File: config.mk
export PLATFORM = sky130hd
export DESIGN_NAME = acc_carry_alu
export DESIGN_NICKNAME = d
export VERILOG_FILES = /design/src/rtl/acc_carry_pkg.sv /design/src/rtl/acc_carry_ctrl.sv /design/src/rtl/acc_carry_datapath.sv /design/src/rtl/acc_carry_alu.sv
export SDC_FILE = /design/constraint.sdc
export NUM_CORES = 1
export LEC_CHECK = 0
export BUFFER_PORTS_ARGS = -buffer_cell sky130_fd_sc_hd__buf_2
export CORE_UTILIZATION = 55
export CTS_CLUSTER_DIAMETER = 120
export DETAILED_ROUTE_END_ITERATION = 12
export PLACE_DENSITY = 0.77
export SYNTH_ARGS = -nofsm -noshare
export SYNTH_HDL_FRONTEND = slang
export SYNTH_HIERARCHICAL = 1
export SYNTH_SLANG_ARGS = --single-unit
File: constraint.sdc
create_clock -name clk -period 5 [get_ports clk]
set_input_delay 0.5 -clock clk [delete_from_list [all_inputs] [get_ports clk]]
set_output_delay 0.5 -clock clk [all_outputs]
set_load 0.02 [all_outputs]
File: src/rtl/acc_carry_pkg.sv
package acc_carry_pkg;

  localparam int OPC_W = 4;

  localparam logic [OPC_W-1:0] OP_NOP   = 4'd0;
  localparam logic [OPC_W-1:0] OP_LDHI  = 4'd1;
  localparam logic [OPC_W-1:0] OP_LDLO  = 4'd2;
  localparam logic [OPC_W-1:0] OP_ADDLO = 4'd3;
  localparam logic [OPC_W-1:0] OP_SUBLO = 4'd4;
  localparam logic [OPC_W-1:0] OP_ADDHI = 4'd5;
  localparam logic [OPC_W-1:0] OP_SUBHI = 4'd6;
  localparam logic [OPC_W-1:0] OP_ADDC  = 4'd7;
  localparam logic [OPC_W-1:0] OP_SUBB  = 4'd8;
  localparam logic [OPC_W-1:0] OP_SETC  = 4'd9;
  localparam logic [OPC_W-1:0] OP_CLRC  = 4'd10;

  // How the next carry is formed from the adder's carry out.
  typedef enum logic [2:0] {
    CM_KEEP = 3'd0,
    CM_OUT  = 3'd1,
    CM_OR   = 3'd2,
    CM_AND  = 3'd3,
    CM_ONE  = 3'd4,
    CM_ZERO = 3'd5
  } carryMode_e;

  typedef struct packed {
    logic       accWe;  // accumulator takes a new value
    logic       ldHi;   // load operand into upper half
    logic       ldLo;   // load operand into lower half
    logic       hiPos;  // arithmetic operand sits in upper half
    logic       sub;    // invert operand, subtract
    logic       cin;    // current carry feeds the adder
    carryMode_e cMode;
  } aluStrobe_t;

endpackage

File: src/rtl/acc_carry_ctrl.sv
module acc_carry_ctrl
  import acc_carry_pkg::*;
(
  input  logic [OPC_W-1:0] opCode,
  output aluStrobe_t       strobe
);

  always_comb begin
    strobe = '{accWe: 1'b0, ldHi: 1'b0, ldLo: 1'b0, hiPos: 1'b0,
               sub: 1'b0, cin: 1'b0, cMode: CM_KEEP};
    case (opCode)
      OP_LDHI: begin
        strobe.accWe = 1'b1;
        strobe.ldHi  = 1'b1;
      end
      OP_LDLO: begin
        strobe.accWe = 1'b1;
        strobe.ldLo  = 1'b1;
      end
      OP_ADDLO: begin
        strobe.accWe = 1'b1;
        strobe.cMode = CM_OUT;
      end
      OP_SUBLO: begin
        strobe.accWe = 1'b1;
        strobe.sub   = 1'b1;
        strobe.cMode = CM_OUT;
      end
      OP_ADDHI: begin
        strobe.accWe = 1'b1;
        strobe.hiPos = 1'b1;
        strobe.cMode = CM_OR;
      end
      OP_SUBHI: begin
        strobe.accWe = 1'b1;
        strobe.hiPos = 1'b1;
        strobe.sub   = 1'b1;
        strobe.cMode = CM_AND;
      end
      OP_ADDC: begin
        strobe.accWe = 1'b1;
        strobe.cin   = 1'b1;
        strobe.cMode = CM_OUT;
      end
      OP_SUBB: begin
        strobe.accWe = 1'b1;
        strobe.sub   = 1'b1;
        strobe.cin   = 1'b1;
        strobe.cMode = CM_OUT;
      end
      OP_SETC: strobe.cMode = CM_ONE;
      OP_CLRC: strobe.cMode = CM_ZERO;
      default: ;
    endcase
  end

  // at most one load select at a time
  always_comb begin
    assert_one_load_R2: assert ($onehot0({strobe.ldHi, strobe.ldLo}));
  end

endmodule

File: src/rtl/acc_carry_datapath.sv
module acc_carry_datapath
  import acc_carry_pkg::*;
#(
  parameter int HALF_W = 16
) (
  input  logic              clk,
  input  logic              rst,
  input  aluStrobe_t        strobe,
  input  logic [HALF_W-1:0] operand,
  output logic [2*HALF_W-1:0] accQ,
  output logic              carryQ
);

  localparam int ACC_W = 2 * HALF_W;

  logic [ACC_W-1:0] placed;
  logic [ACC_W-1:0] addend;
  logic             cinBit;
  logic [ACC_W:0]   sum;
  logic             cOut;
  logic [ACC_W-1:0] accNext;
  logic             carryNext;

  // Operand placement: upper half for high-half ops, else zero-extended low.
  assign placed = strobe.hiPos ? {operand, {HALF_W{1'b0}}}
                               : {{HALF_W{1'b0}}, operand};

  // One adder for both directions: subtract = add inverted operand.
  assign addend = strobe.sub ? ~placed : placed;
  assign cinBit = strobe.cin ? carryQ : strobe.sub;
  assign sum    = {1'b0, accQ} + {1'b0, addend} + {{ACC_W{1'b0}}, cinBit};
  assign cOut   = sum[ACC_W];  // carry on add, no-borrow on subtract

  always_comb begin
    if (strobe.ldHi)      accNext = {operand, {HALF_W{1'b0}}};
    else if (strobe.ldLo) accNext = {{HALF_W{1'b0}}, operand};
    else                  accNext = sum[ACC_W-1:0];
  end

  always_comb begin
    case (strobe.cMode)
      CM_OUT:  carryNext = cOut;
      CM_OR:   carryNext = carryQ | cOut;
      CM_AND:  carryNext = carryQ & cOut;
      CM_ONE:  carryNext = 1'b1;
      CM_ZERO: carryNext = 1'b0;
      default: carryNext = carryQ;
    endcase
  end

  always_ff @(posedge clk) begin
    if (rst) begin
      accQ   <= '0;
      carryQ <= 1'b0;
    end else begin
      if (strobe.accWe) accQ <= accNext;
      carryQ <= carryNext;
    end
  end

  assert_reset_clear_R1: assert property (@(posedge clk)
    rst |=> (accQ == '0 && !carryQ));

  assert_load_high_R2: assert property (@(posedge clk) disable iff (rst)
    strobe.ldHi |=> (accQ[HALF_W-1:0] == '0 && $stable(carryQ)));

  assert_load_low_R3: assert property (@(posedge clk) disable iff (rst)
    strobe.ldLo |=> (accQ[ACC_W-1:HALF_W] == '0 && $stable(carryQ)));

  assert_high_add_keeps_set_R6: assert property (@(posedge clk) disable iff (rst)
    (strobe.cMode == CM_OR && carryQ) |=> carryQ);

  assert_high_sub_keeps_clear_R7: assert property (@(posedge clk) disable iff (rst)
    (strobe.cMode == CM_AND && !carryQ) |=> !carryQ);

  assert_set_carry_R10: assert property (@(posedge clk) disable iff (rst)
    (strobe.cMode == CM_ONE) |=> (carryQ && $stable(accQ)));

  assert_clear_carry_R10: assert property (@(posedge clk) disable iff (rst)
    (strobe.cMode == CM_ZERO) |=> (!carryQ && $stable(accQ)));

  assert_idle_R12: assert property (@(posedge clk) disable iff (rst)
    (!strobe.accWe && strobe.cMode == CM_KEEP) |=> ($stable(accQ) && $stable(carryQ)));

endmodule

File: src/rtl/acc_carry_alu.sv
module acc_carry_alu
  import acc_carry_pkg::*;
#(
  parameter int HALF_W = 16
) (
  input  logic                clk,
  input  logic                rst,
  input  logic [OPC_W-1:0]    opCode,
  input  logic [HALF_W-1:0]   operand,
  output logic [2*HALF_W-1:0] accOut,
  output logic                carryOut
);

  aluStrobe_t strobe;

  acc_carry_ctrl u_ctrl (
    .opCode (opCode),
    .strobe (strobe)
  );

  acc_carry_datapath #(.HALF_W(HALF_W)) u_dp (
    .clk     (clk),
    .rst     (rst),
    .strobe  (strobe),
    .operand (operand),
    .accQ    (accOut),
    .carryQ  (carryOut)
  );

endmodule

## Word level (Yosys, flattened, before mapping)

Index checks and enable logic that the tools add are counted.

| word-level totals | value |
|---|---|
| register bits | 33 |
| word-level logic and storage cells | 41 |
| input bits | 22 |
| output and inout bits | 33 |

| operators by class | value |
|---|---|
| reductions and logical operators | 6 |
| bitwise gates (word level) | 3 |
| $add $sub $neg | 2 |
| multiplexer cells | 13 |
| equality and inequality tests | 15 |

Operators by type and width:

| kind | count |
|---|---|
| 2-to-1 mux 32 bit | 4 |
| adder 32 x 32 -> 33 bit | 1 |
| adder 33 x 1 -> 33 bit | 1 |
| inverter 32 bit | 1 |
| equality test 4 x 3 -> 1 bit, second input constant | 4 |
| case mux 3 bit (5 select lines) | 1 |
| equality test 4 bit, second input constant | 3 |
| equality test 4 x 2 -> 1 bit, second input constant | 2 |
| OR reduction 8 bit | 1 |
| 2-to-1 mux 1 bit | 7 |
| equality test 3 x 2 -> 1 bit, second input constant | 2 |
| equality test 3 bit, second input constant | 2 |
| case mux 1 bit (5 select lines) | 1 |
| nonzero test 5 bit | 1 |
| equality test 4 x 1 -> 1 bit, second input constant | 1 |
| OR reduction 2 bit | 2 |
| OR reduction 4 bit | 1 |
| equality test 3 x 1 -> 1 bit, second input constant | 1 |
| OR reduction 3 bit | 1 |
| AND 1 bit | 1 |
| bitwise OR 1 bit | 1 |

## Longest topological paths before layout

Gate-level depths: netlist of run 1.

| logic depth | value |
|---|---|
| depth after elaboration | 10 |
| mapped depth | 16 |
| gate-level depth less buffers | 14 |

## By module

The synthesis of run 1 kept the hierarchy.

Modules (own cells, without submodules):

| module | cells an instance | seq. area each (um^2) | instances | area an instance (um^2) |
|---|---|---|---|---|
| acc_carry_datapath | 516 | 660.6 | 1 | 3,837.4 |
| acc_carry_ctrl | 19 | 0.0 | 1 | 130.1 |

## Worst setup path after synthesis of run 1

Ideal clock, no wire load.

| timing path | value |
|---|---|
| kind | in2reg |
| start | input opCode[3] |
| end | register u_dp.carryQ |
| slack | 658 ps |
| buffers on the path | 3 |
| stages on the path | 16 |
| data required time | 4,921 ps |
| arrival time | 4,262 ps |
| library setup time | 79 ps |
| path through | buf_6 -> or3b_1 -> a21oi_2 -> clkbuf_1 -> clkbuf_1 -> xnor2_1 -> fa_1 -> fa_1 -> nand2b_1 -> a21oi_2 -> o21ai_2 -> a21oi_4 -> nor2_1 -> a21o_1 -> or4b_1 -> a211oi_2 |

RTL lines:

| item | line | RTL |
|---|---|---|
| start, declared | acc_carry_alu.sv:8 | `input logic [OPC_W-1:0] opCode,` |
| end signal, assigned | acc_carry_datapath.sv:57 | `carryQ <= carryNext;` |
| end, declared | acc_carry_datapath.sv:11 | `output logic carryQ` |

==> results of run 1 <==
[metal layers]
layer	vias to the layer above	global-route usage, %	wire length [um]
li1	1999	-	-
met1	1943	41.1	5040
met2	201	51.6	5200
met3	36	7.01	1080
met4	0	15.3	425
met5	-	0	0
[stage by stage]
| step | worst slack (ns) | instance area, um^2 | cells |
|---|---|---|---|
| 3_3_place_gp | 0.970 | 4280 | 657 |
| 4_1_cts | 1.18 | 4400 | 665 |
| 6_report | 1.14 | 4400 | 665 |
| 2_1_floorplan | 0.658 | 3970 | 535 |
| 5_1_grt | 0.933 | 4400 | 665 |
| 3_5_place_dp | 0.887 | 4280 | 657 |
[logic make-up (layout without fill, tap and decap cells)]
group / count (synthesis) / in the layout
muxes: 3 / 3
DFF: 33 / 33
adders and majority gates: 33 / 33
xor gates and xnor gates: 59 / 59
and+or+nand+nor: 195 / 195
AOI/OAI and AO/OA: 170 / 170
buffers and inverters: 42 / 76
[tightest hold or removal path, stage by stage (launching register included)]
cell and delay (ns):
dfxtp_1 0.33, nor2_1 0.09, a211oi_1 0.05
[synth_stat cells, types with 4 or more instances]
cell | number | area [um^2]
inv_1 | 7 | 26.3
o21bai_1 | 5 | 37.5
nand3_1 | 9 | 45.0
nor2_1 | 38 | 143
xnor2_1 | 49 | 429
and3_1 | 4 | 25.0
xor2_1 | 10 | 87.6
a21oi_2 | 5 | 43.8
nor2b_1 | 22 | 138
nor3_1 | 8 | 40.0
o21a_1 | 5 | 37.5
nand2_1 | 65 | 244
a311oi_1 | 5 | 43.8
a211oi_1 | 5 | 37.5
a21o_1 | 16 | 120
and4_1 | 5 | 43.8
a32oi_1 | 4 | 35.0
a21oi_1 | 34 | 170
o21ai_0 | 32 | 160
nand2b_1 | 24 | 150
o211ai_1 | 4 | 30.0
dfxtp_1 | 33 | 661
clkbuf_1 | 27 | 101
ha_1 | 31 | 388
a31oi_1 | 14 | 87.6
o22ai_1 | 6 | 37.5
[final timing paths]
| check | end | slack (ns) | cells after the start |
|---|---|---|---|
| hold / removal | u_dp/accQ[18] | 0.51 | 2 |
| setup / recovery | u_dp/carryQ | 1.14 | 15 |
| setup reg to reg | u_dp/carryQ | 1.90 | 11 |
| hold reg to reg | u_dp/accQ[18] | 0.51 | 2 |
[sequential cells by signal, indices dropped and copies added, names as in the netlist]
| register | cells |
|---|---|
| u_dp/accQ | 32 |
| u_dp/carryQ | 1 |
[power by group]
part / switching [W] / total [W] / leakage, nW / internal, W
clock network: 0.000113 / 0.000276 / 0.0585 / 0.000163
logic: 0.000440 / 0.000729 / 1.56 / 0.000289
registers: 0.0000359 / 0.000341 / 0.272 / 0.000305
[cell type report]
class / count / area (um^2) / area share [%]
clock buffer: 7 / 86.3 / 1.96
clock inverter: 1 / 30.0 / 0.683
inverter: 7 / 26.3 / 0.598
multi-input combinational: 460 / 3150 / 71.6
sequential: 33 / 661 / 15.0
tap: 96 / 120 / 2.73
timing repair buffer: 61 / 323 / 7.34
==> impl_metrics.json, run 1 <==
{
  "tightest_slew_ns": 0.675,
  "ys_ff_latch": 33,
  "cp-start-kind": "input port",
  "cp_max_fo": 22,
  "synth-edff-count": 0,
  "postSynthCellCount": 535,
  "finalMaxSlewViolations": 0,
  "drv_cap": 0,
  "synth_top_family_by_area": "compound AO/OA/AOI/OAI gates",
  "path_delay_family": "simple AND/OR/NAND/NOR gates",
  "end_kind": "register",
  "route.vias.total": 4179,
  "crit_type": "in2reg",
  "cts.sinks": 33,
  "drc_errors": 0,
  "crit_top_cell": "a21oi_4",
  "cpPeakStageDelay_ns": 0.54,
  "outcome": "completed",
  "clk-insertion-delay-late_ns": 0.30,
  "setup_tns_ns": 0,
  "cts_tree": "built",
  "peakVddDrop_uv": 165,
  "cts_buffers": 5,
  "crit_chain": "buf_2 -> or3b_1 -> a21oi_4 -> buf_4 -> xnor2_1 -> inv_1 -> fa_1 -> nand2b_1 -> a21oi_2 -> o21ai_2 -> a21oi_4 -> nor2_1 -> a21o_1 -> or4b_1 -> a211oi_2",
  "critPathBufInv": 3,
  "htreeDepth": 2,
  "syn_area_mm2": 0.00397,
  "cpMaxStageDelayCell": "or4b_1",
  "fillers": 651,
  "cp.required_ns": 5.21,
  "yosys.area_share.adder_pct": 10.8,
  "wl_per_cell_um": 17.7,
  "ctsResizeCount": 0,
  "fmax_mhz": 259,
  "n_antenna_cell": 0,
  "fin_crit_ns": 3.86,
  "die_area_mm2": 0.00756,
  "initialDrtViolationCount": 263,
  "vias_per_cell": 6.28,
  "async_flop_share_pct": 0,
  "synth_ff_type": "dfxtp_1",
  "fin_util_pct": 64.0,
  "nNetsFinal": 623,
  "grt_pass1_wl_mm": 18.9,
  "hpwl_mm": 8.74,
  "synth_simple_gate_area_share_pct": 24.4,
  "power.density_mw_per_mm2": 306,
  "power_leakage_nw": 1.89,
  "cts.clk_slew.worst_paths_ns": 0.08,
  "grtUsageTotal_pct": 32.2,
  "holdWs_ns": 0.513,
  "postCtsSetupBuffers": 0,
  "synthMuxAreaShare_pct": 0.883,
  "synth_compound_area_share_pct": 29.5,
  "antenna_found_initial": 0,
  "drtAntennaViolNets": 0,
  "grt_overflow_total": 0,
  "layout_commonest_cell": "nand2_1",
  "r2r_start": "u_dp/carryQ",
  "grt_max_degree": 53,
  "p_total_w": 0.00135,
  "die_h_um": 86.9,
  "hold_buffers": 0,
  "area_growth_pct": 10.8,
  "drive_above_1_share_pct": 15.8,
  "cts_root_buffer": "clkbuf_8",
  "setup.worst_path.start": "opCode[3]",
  "layout_common_cells": "nand2_1 (65), buf_2 (54), xnor2_1 (48)",
  "initial_core_util_pct": 57.8,
  "hold_viol_final": 0,
  "synthXorXnorAreaFrac_pct": 13.0,
  "ys_seq_area_share_pct": 16.7,
  "syn_avg_cell_area_um2": 7.42,
  "hp-class": "reg2reg",
  "slew_headroom_pct": 55.0,
  "synth-warning-count": 6,
  "drt_wl_total_mm": 11.7,
  "clock_skew_ns": 0.00888,
  "grt_pass1_vias": 3838,
  "rsz0062_at_grt": "no",
  "rows": 30,
  "boundaryPins": 55,
  "port_buffers": 54,
  "cts_buffer_depth": 2,
  "ys_types": 70,
  "hp-start": "u_dp/accQ[18]",
  "cp.arrival_ns": 4.07,
  "gp_congestion": 0.971,
  "die_x_um": 86.9,
  "firstDrtPassIters": 5,
  "min_period_over_period_pct": 77.1,
  "fp.coreArea_mm2": 0.00687,
  "synthesis.nets": 590,
  "finalSetupViolCount": 0
}
Power figures use the tool's default switching activity.
==> inputs of run 2 (changes only) <==
Settings changed: ABC_AREA set to 1, PLACE_DENSITY 0.77 to 0.79.
Clock period 5 ns to 3.1 ns, I/O delays scaled along.
==> run 2 against run 1 <==
  * Global-route usage increased by 0.45 points
  * First-iteration DRC count increased by 29%
  * Via count increased by 25%
  * Highest routed layer unchanged
  * Largest cell class unchanged
  * Largest power group unchanged
  * Clock power increased by 50%
  * Register-to-register slack got worse by 1.3 ns
  * Wire length increased by 17%
  * Utilization decreased by 0.81 points
==> impl_metrics.json, run 2 <==
{
  "clk-insertion-delay-late_ns": 0.30,
  "die_h_um": 94.9,
  "top_register": "u_dp/accQ",
  "nNetsFinal": 968,
  "cpMaxStageDelayCell": "ha_1",
  "crit_top_cell": "nand2_1",
  "p_total_w": 0.00223,
  "synthesis.nets": 919,
  "syn_avg_cell_area_um2": 5.49,
  "cp_max_fo": 15,
  "synthTopCellsByCount": "nand2_1 (278), inv_1 (162), nor2_1 (71)",
  "port_buffers": 54,
  "async_flop_share_pct": 0,
  "power.density_mw_per_mm2": 425,
  "layout_common_cells": "nand2_1 (278), inv_1 (162), nor2_1 (70)",
  "cpPeakStageDelay_ns": 0.38,
  "syn_area_mm2": 0.00474,
  "grt_pass1_wl_mm": 22.7,
  "min_period_over_period_pct": 87.0,
  "cts.clk_slew.worst_paths_ns": 0.08,
  "synth_area_leaders": "nand2_1 (22%), dfxtp_1 (14%), inv_1 (13%), ha_1 (8.2%), a21oi_1 (7.2%)",
  "netlist.area_leader.share_pct": 22.0,
  "ys_seq_area_share_pct": 13.9,
  "outcome": "completed",
  "top_layer": "met4",
  "grt_max_degree": 33,
  "drc_errors": 0,
  "synth_top_area_cell": "nand2_1",
  "ys_types": 36,
  "crit_chain": "buf_2 -> inv_1 -> nand2_1 -> a21oi_1 -> inv_1 -> buf_4 -> nand2_1 -> xor2_1 -> inv_1 -> ha_1 -> nand2_2 -> inv_1 -> nand2_1 -> nand2_1 -> inv_1 -> nand2_1 -> a21oi_1 -> nand2_1 -> nand2_1 -> nand3_2 -> a21oi_2",
  "slew_headroom_pct": 47.6,
  "die_area_mm2": 0.00900,
  "cts_buffer_depth": 2,
  "m1WireLength_mm": 6.20,
  "cp.arrival_ns": 2.92,
  "drive_above_1_share_pct": 16.4,
  "crit_type": "in2reg",
  "route.met3.wl_mm": 1.12,
  "end_kind": "register",
  "cp.required_ns": 3.33,
  "wl_met2_mm": 6.09,
  "tightest_slew_ns": 0.786,
  "htreeDepth": 2,
  "layout_commonest_cell": "nand2_1",
  "rsz0062_at_grt": "no",
  "wl_per_cell_um": 13.5,
  "peakVddDrop_uv": 226,
  "synth-edff-count": 0,
  "fin_crit_ns": 2.70,
  "fillers": 824,
  "fp.coreArea_mm2": 0.00830,
  "gp_congestion": 1.02,
  "multiInputGateArea_mm2": 0.00333,
  "hold_viol_final": 0,
  "synth_ff_type": "dfxtp_1",
  "grtUsageTotal_pct": 32.7,
  "setup_tns_ns": 0,
  "grt_overflow_total": 0,
  "finalSetupViolCount": 0,
  "postSynthCellCount": 864,
  "hpwl_mm": 10.8,
  "power_leakage_nw": 3.22,
  "hold_buffers": 0,
  "synth-warning-count": 6,
  "top_regs": "u_dp/accQ: 32 flops, u_dp/carryQ: 1 flops",
  "cts_buffers": 5,
  "clock_skew_ns": 0.00634,
  "n_antenna_cell": 0,
  "cts_tree": "built",
  "cts_root_buffer": "clkbuf_8",
  "antenna_found_initial": 0,
  "area_growth_pct": 10.6,
  "finalMaxSlewViolations": 0,
  "firstDrtPassIters": 7,
  "cp-start-kind": "input port",
  "die_x_um": 94.9,
  "initial_core_util_pct": 57.1,
  "seqCellArea_um2": 661,
  "fmax_mhz": 371,
  "initialDrtViolationCount": 340,
  "holdWs_ns": 0.348,
  "drv_cap": 0,
  "postCtsSetupBuffers": 0,
  "yosys.cell_count.top_type": "nand2_1",
  "route.vias.total": 5235,
  "hp-class": "in2reg",
  "drt_wl_total_mm": 13.8,
  "cts.sinks": 33,
  "largest_register_ffs": 32,
  "rows": 33,
  "vias_per_cell": 5.14,
  "ys_ff_latch": 33,
  "ctsResizeCount": 0,
  "boundaryPins": 55,
  "grt_pass1_vias": 4768,
  "drtAntennaViolNets": 0
}
[run 2: area by class of cell]
| cell class | count | share of cell area [%] |
|---|---|---|
| inverters | 177 | 12.7 |
| well taps | 105 | 2.51 |
| multi-input cells | 632 | 63.4 |
| repair buffers | 64 | 6.82 |
| flip-flops and latches | 33 | 12.6 |
| clock buffers | 5 | 1.31 |
| clock inverters | 2 | 0.668 |
[run 2: routing by layer]
layer | global-route usage, % | vias up
li1 | - | 2717
met1 | 42.5 | 2283
met2 | 53.7 | 197
met3 | 5.64 | 38
met4 | 11.7 | 0
met5 | 0 | -
[run 2: worst max-delay path, delay by kind of cell]
kind            cells  cell delay (ns)
xor+xnor            1             0.14
simple gates        9             0.87
compound gates      3             0.60
buf+inv             7             0.63
fa+ha+maj           1             0.38
[run 2: report_power, final]
group          switching (W)  internal [W]  leakage [nW]
Clock               0.000180      0.000234        0.0540
Sequential         0.0000552      0.000488         0.273
Combinational       0.000836      0.000433          2.90
Total                0.00107       0.00116          3.22
[run 2: metrics by stage]
step,setup WS [ns],std cells,utilization (%),instance area [um^2]
2_1_floorplan,0.146,864,-,4740
3_3_place_gp,0.227,1011,61.9,5140
3_5_place_dp,0.187,1011,61.9,5140
4_1_cts,0.485,1018,63.2,5240
5_1_grt,0.173,1018,63.2,5240
6_report,0.404,1018,63.2,5240
[run 2: cells by family (layout without fill, tap and decap cells)]
group,after synthesis,in the layout,share of synthesized area (%)
xor gates and xnor gates,39,39,7.20
adders and majority gates,33,33,9.02
buffers and inverters,199,248,16.1
DFF,33,33,13.9
AOI/OAI and AO/OA,120,120,14.1
and+or+nand+nor,440,440,39.7
[run 2: path summary, 6_finish.rpt]
check / from / cells past startpoint / to / slack [ns]
worst max register to register: u_dp/carryQ / 14 / u_dp/accQ[28] / 0.65
worst min register to register: u_dp/accQ[0] / 2 / u_dp/accQ[0] / 0.48
worst max-delay path: opCode[0] / 21 / u_dp/accQ[25] / 0.40
worst min-delay path: operand[0] / 3 / u_dp/accQ[0] / 0.35
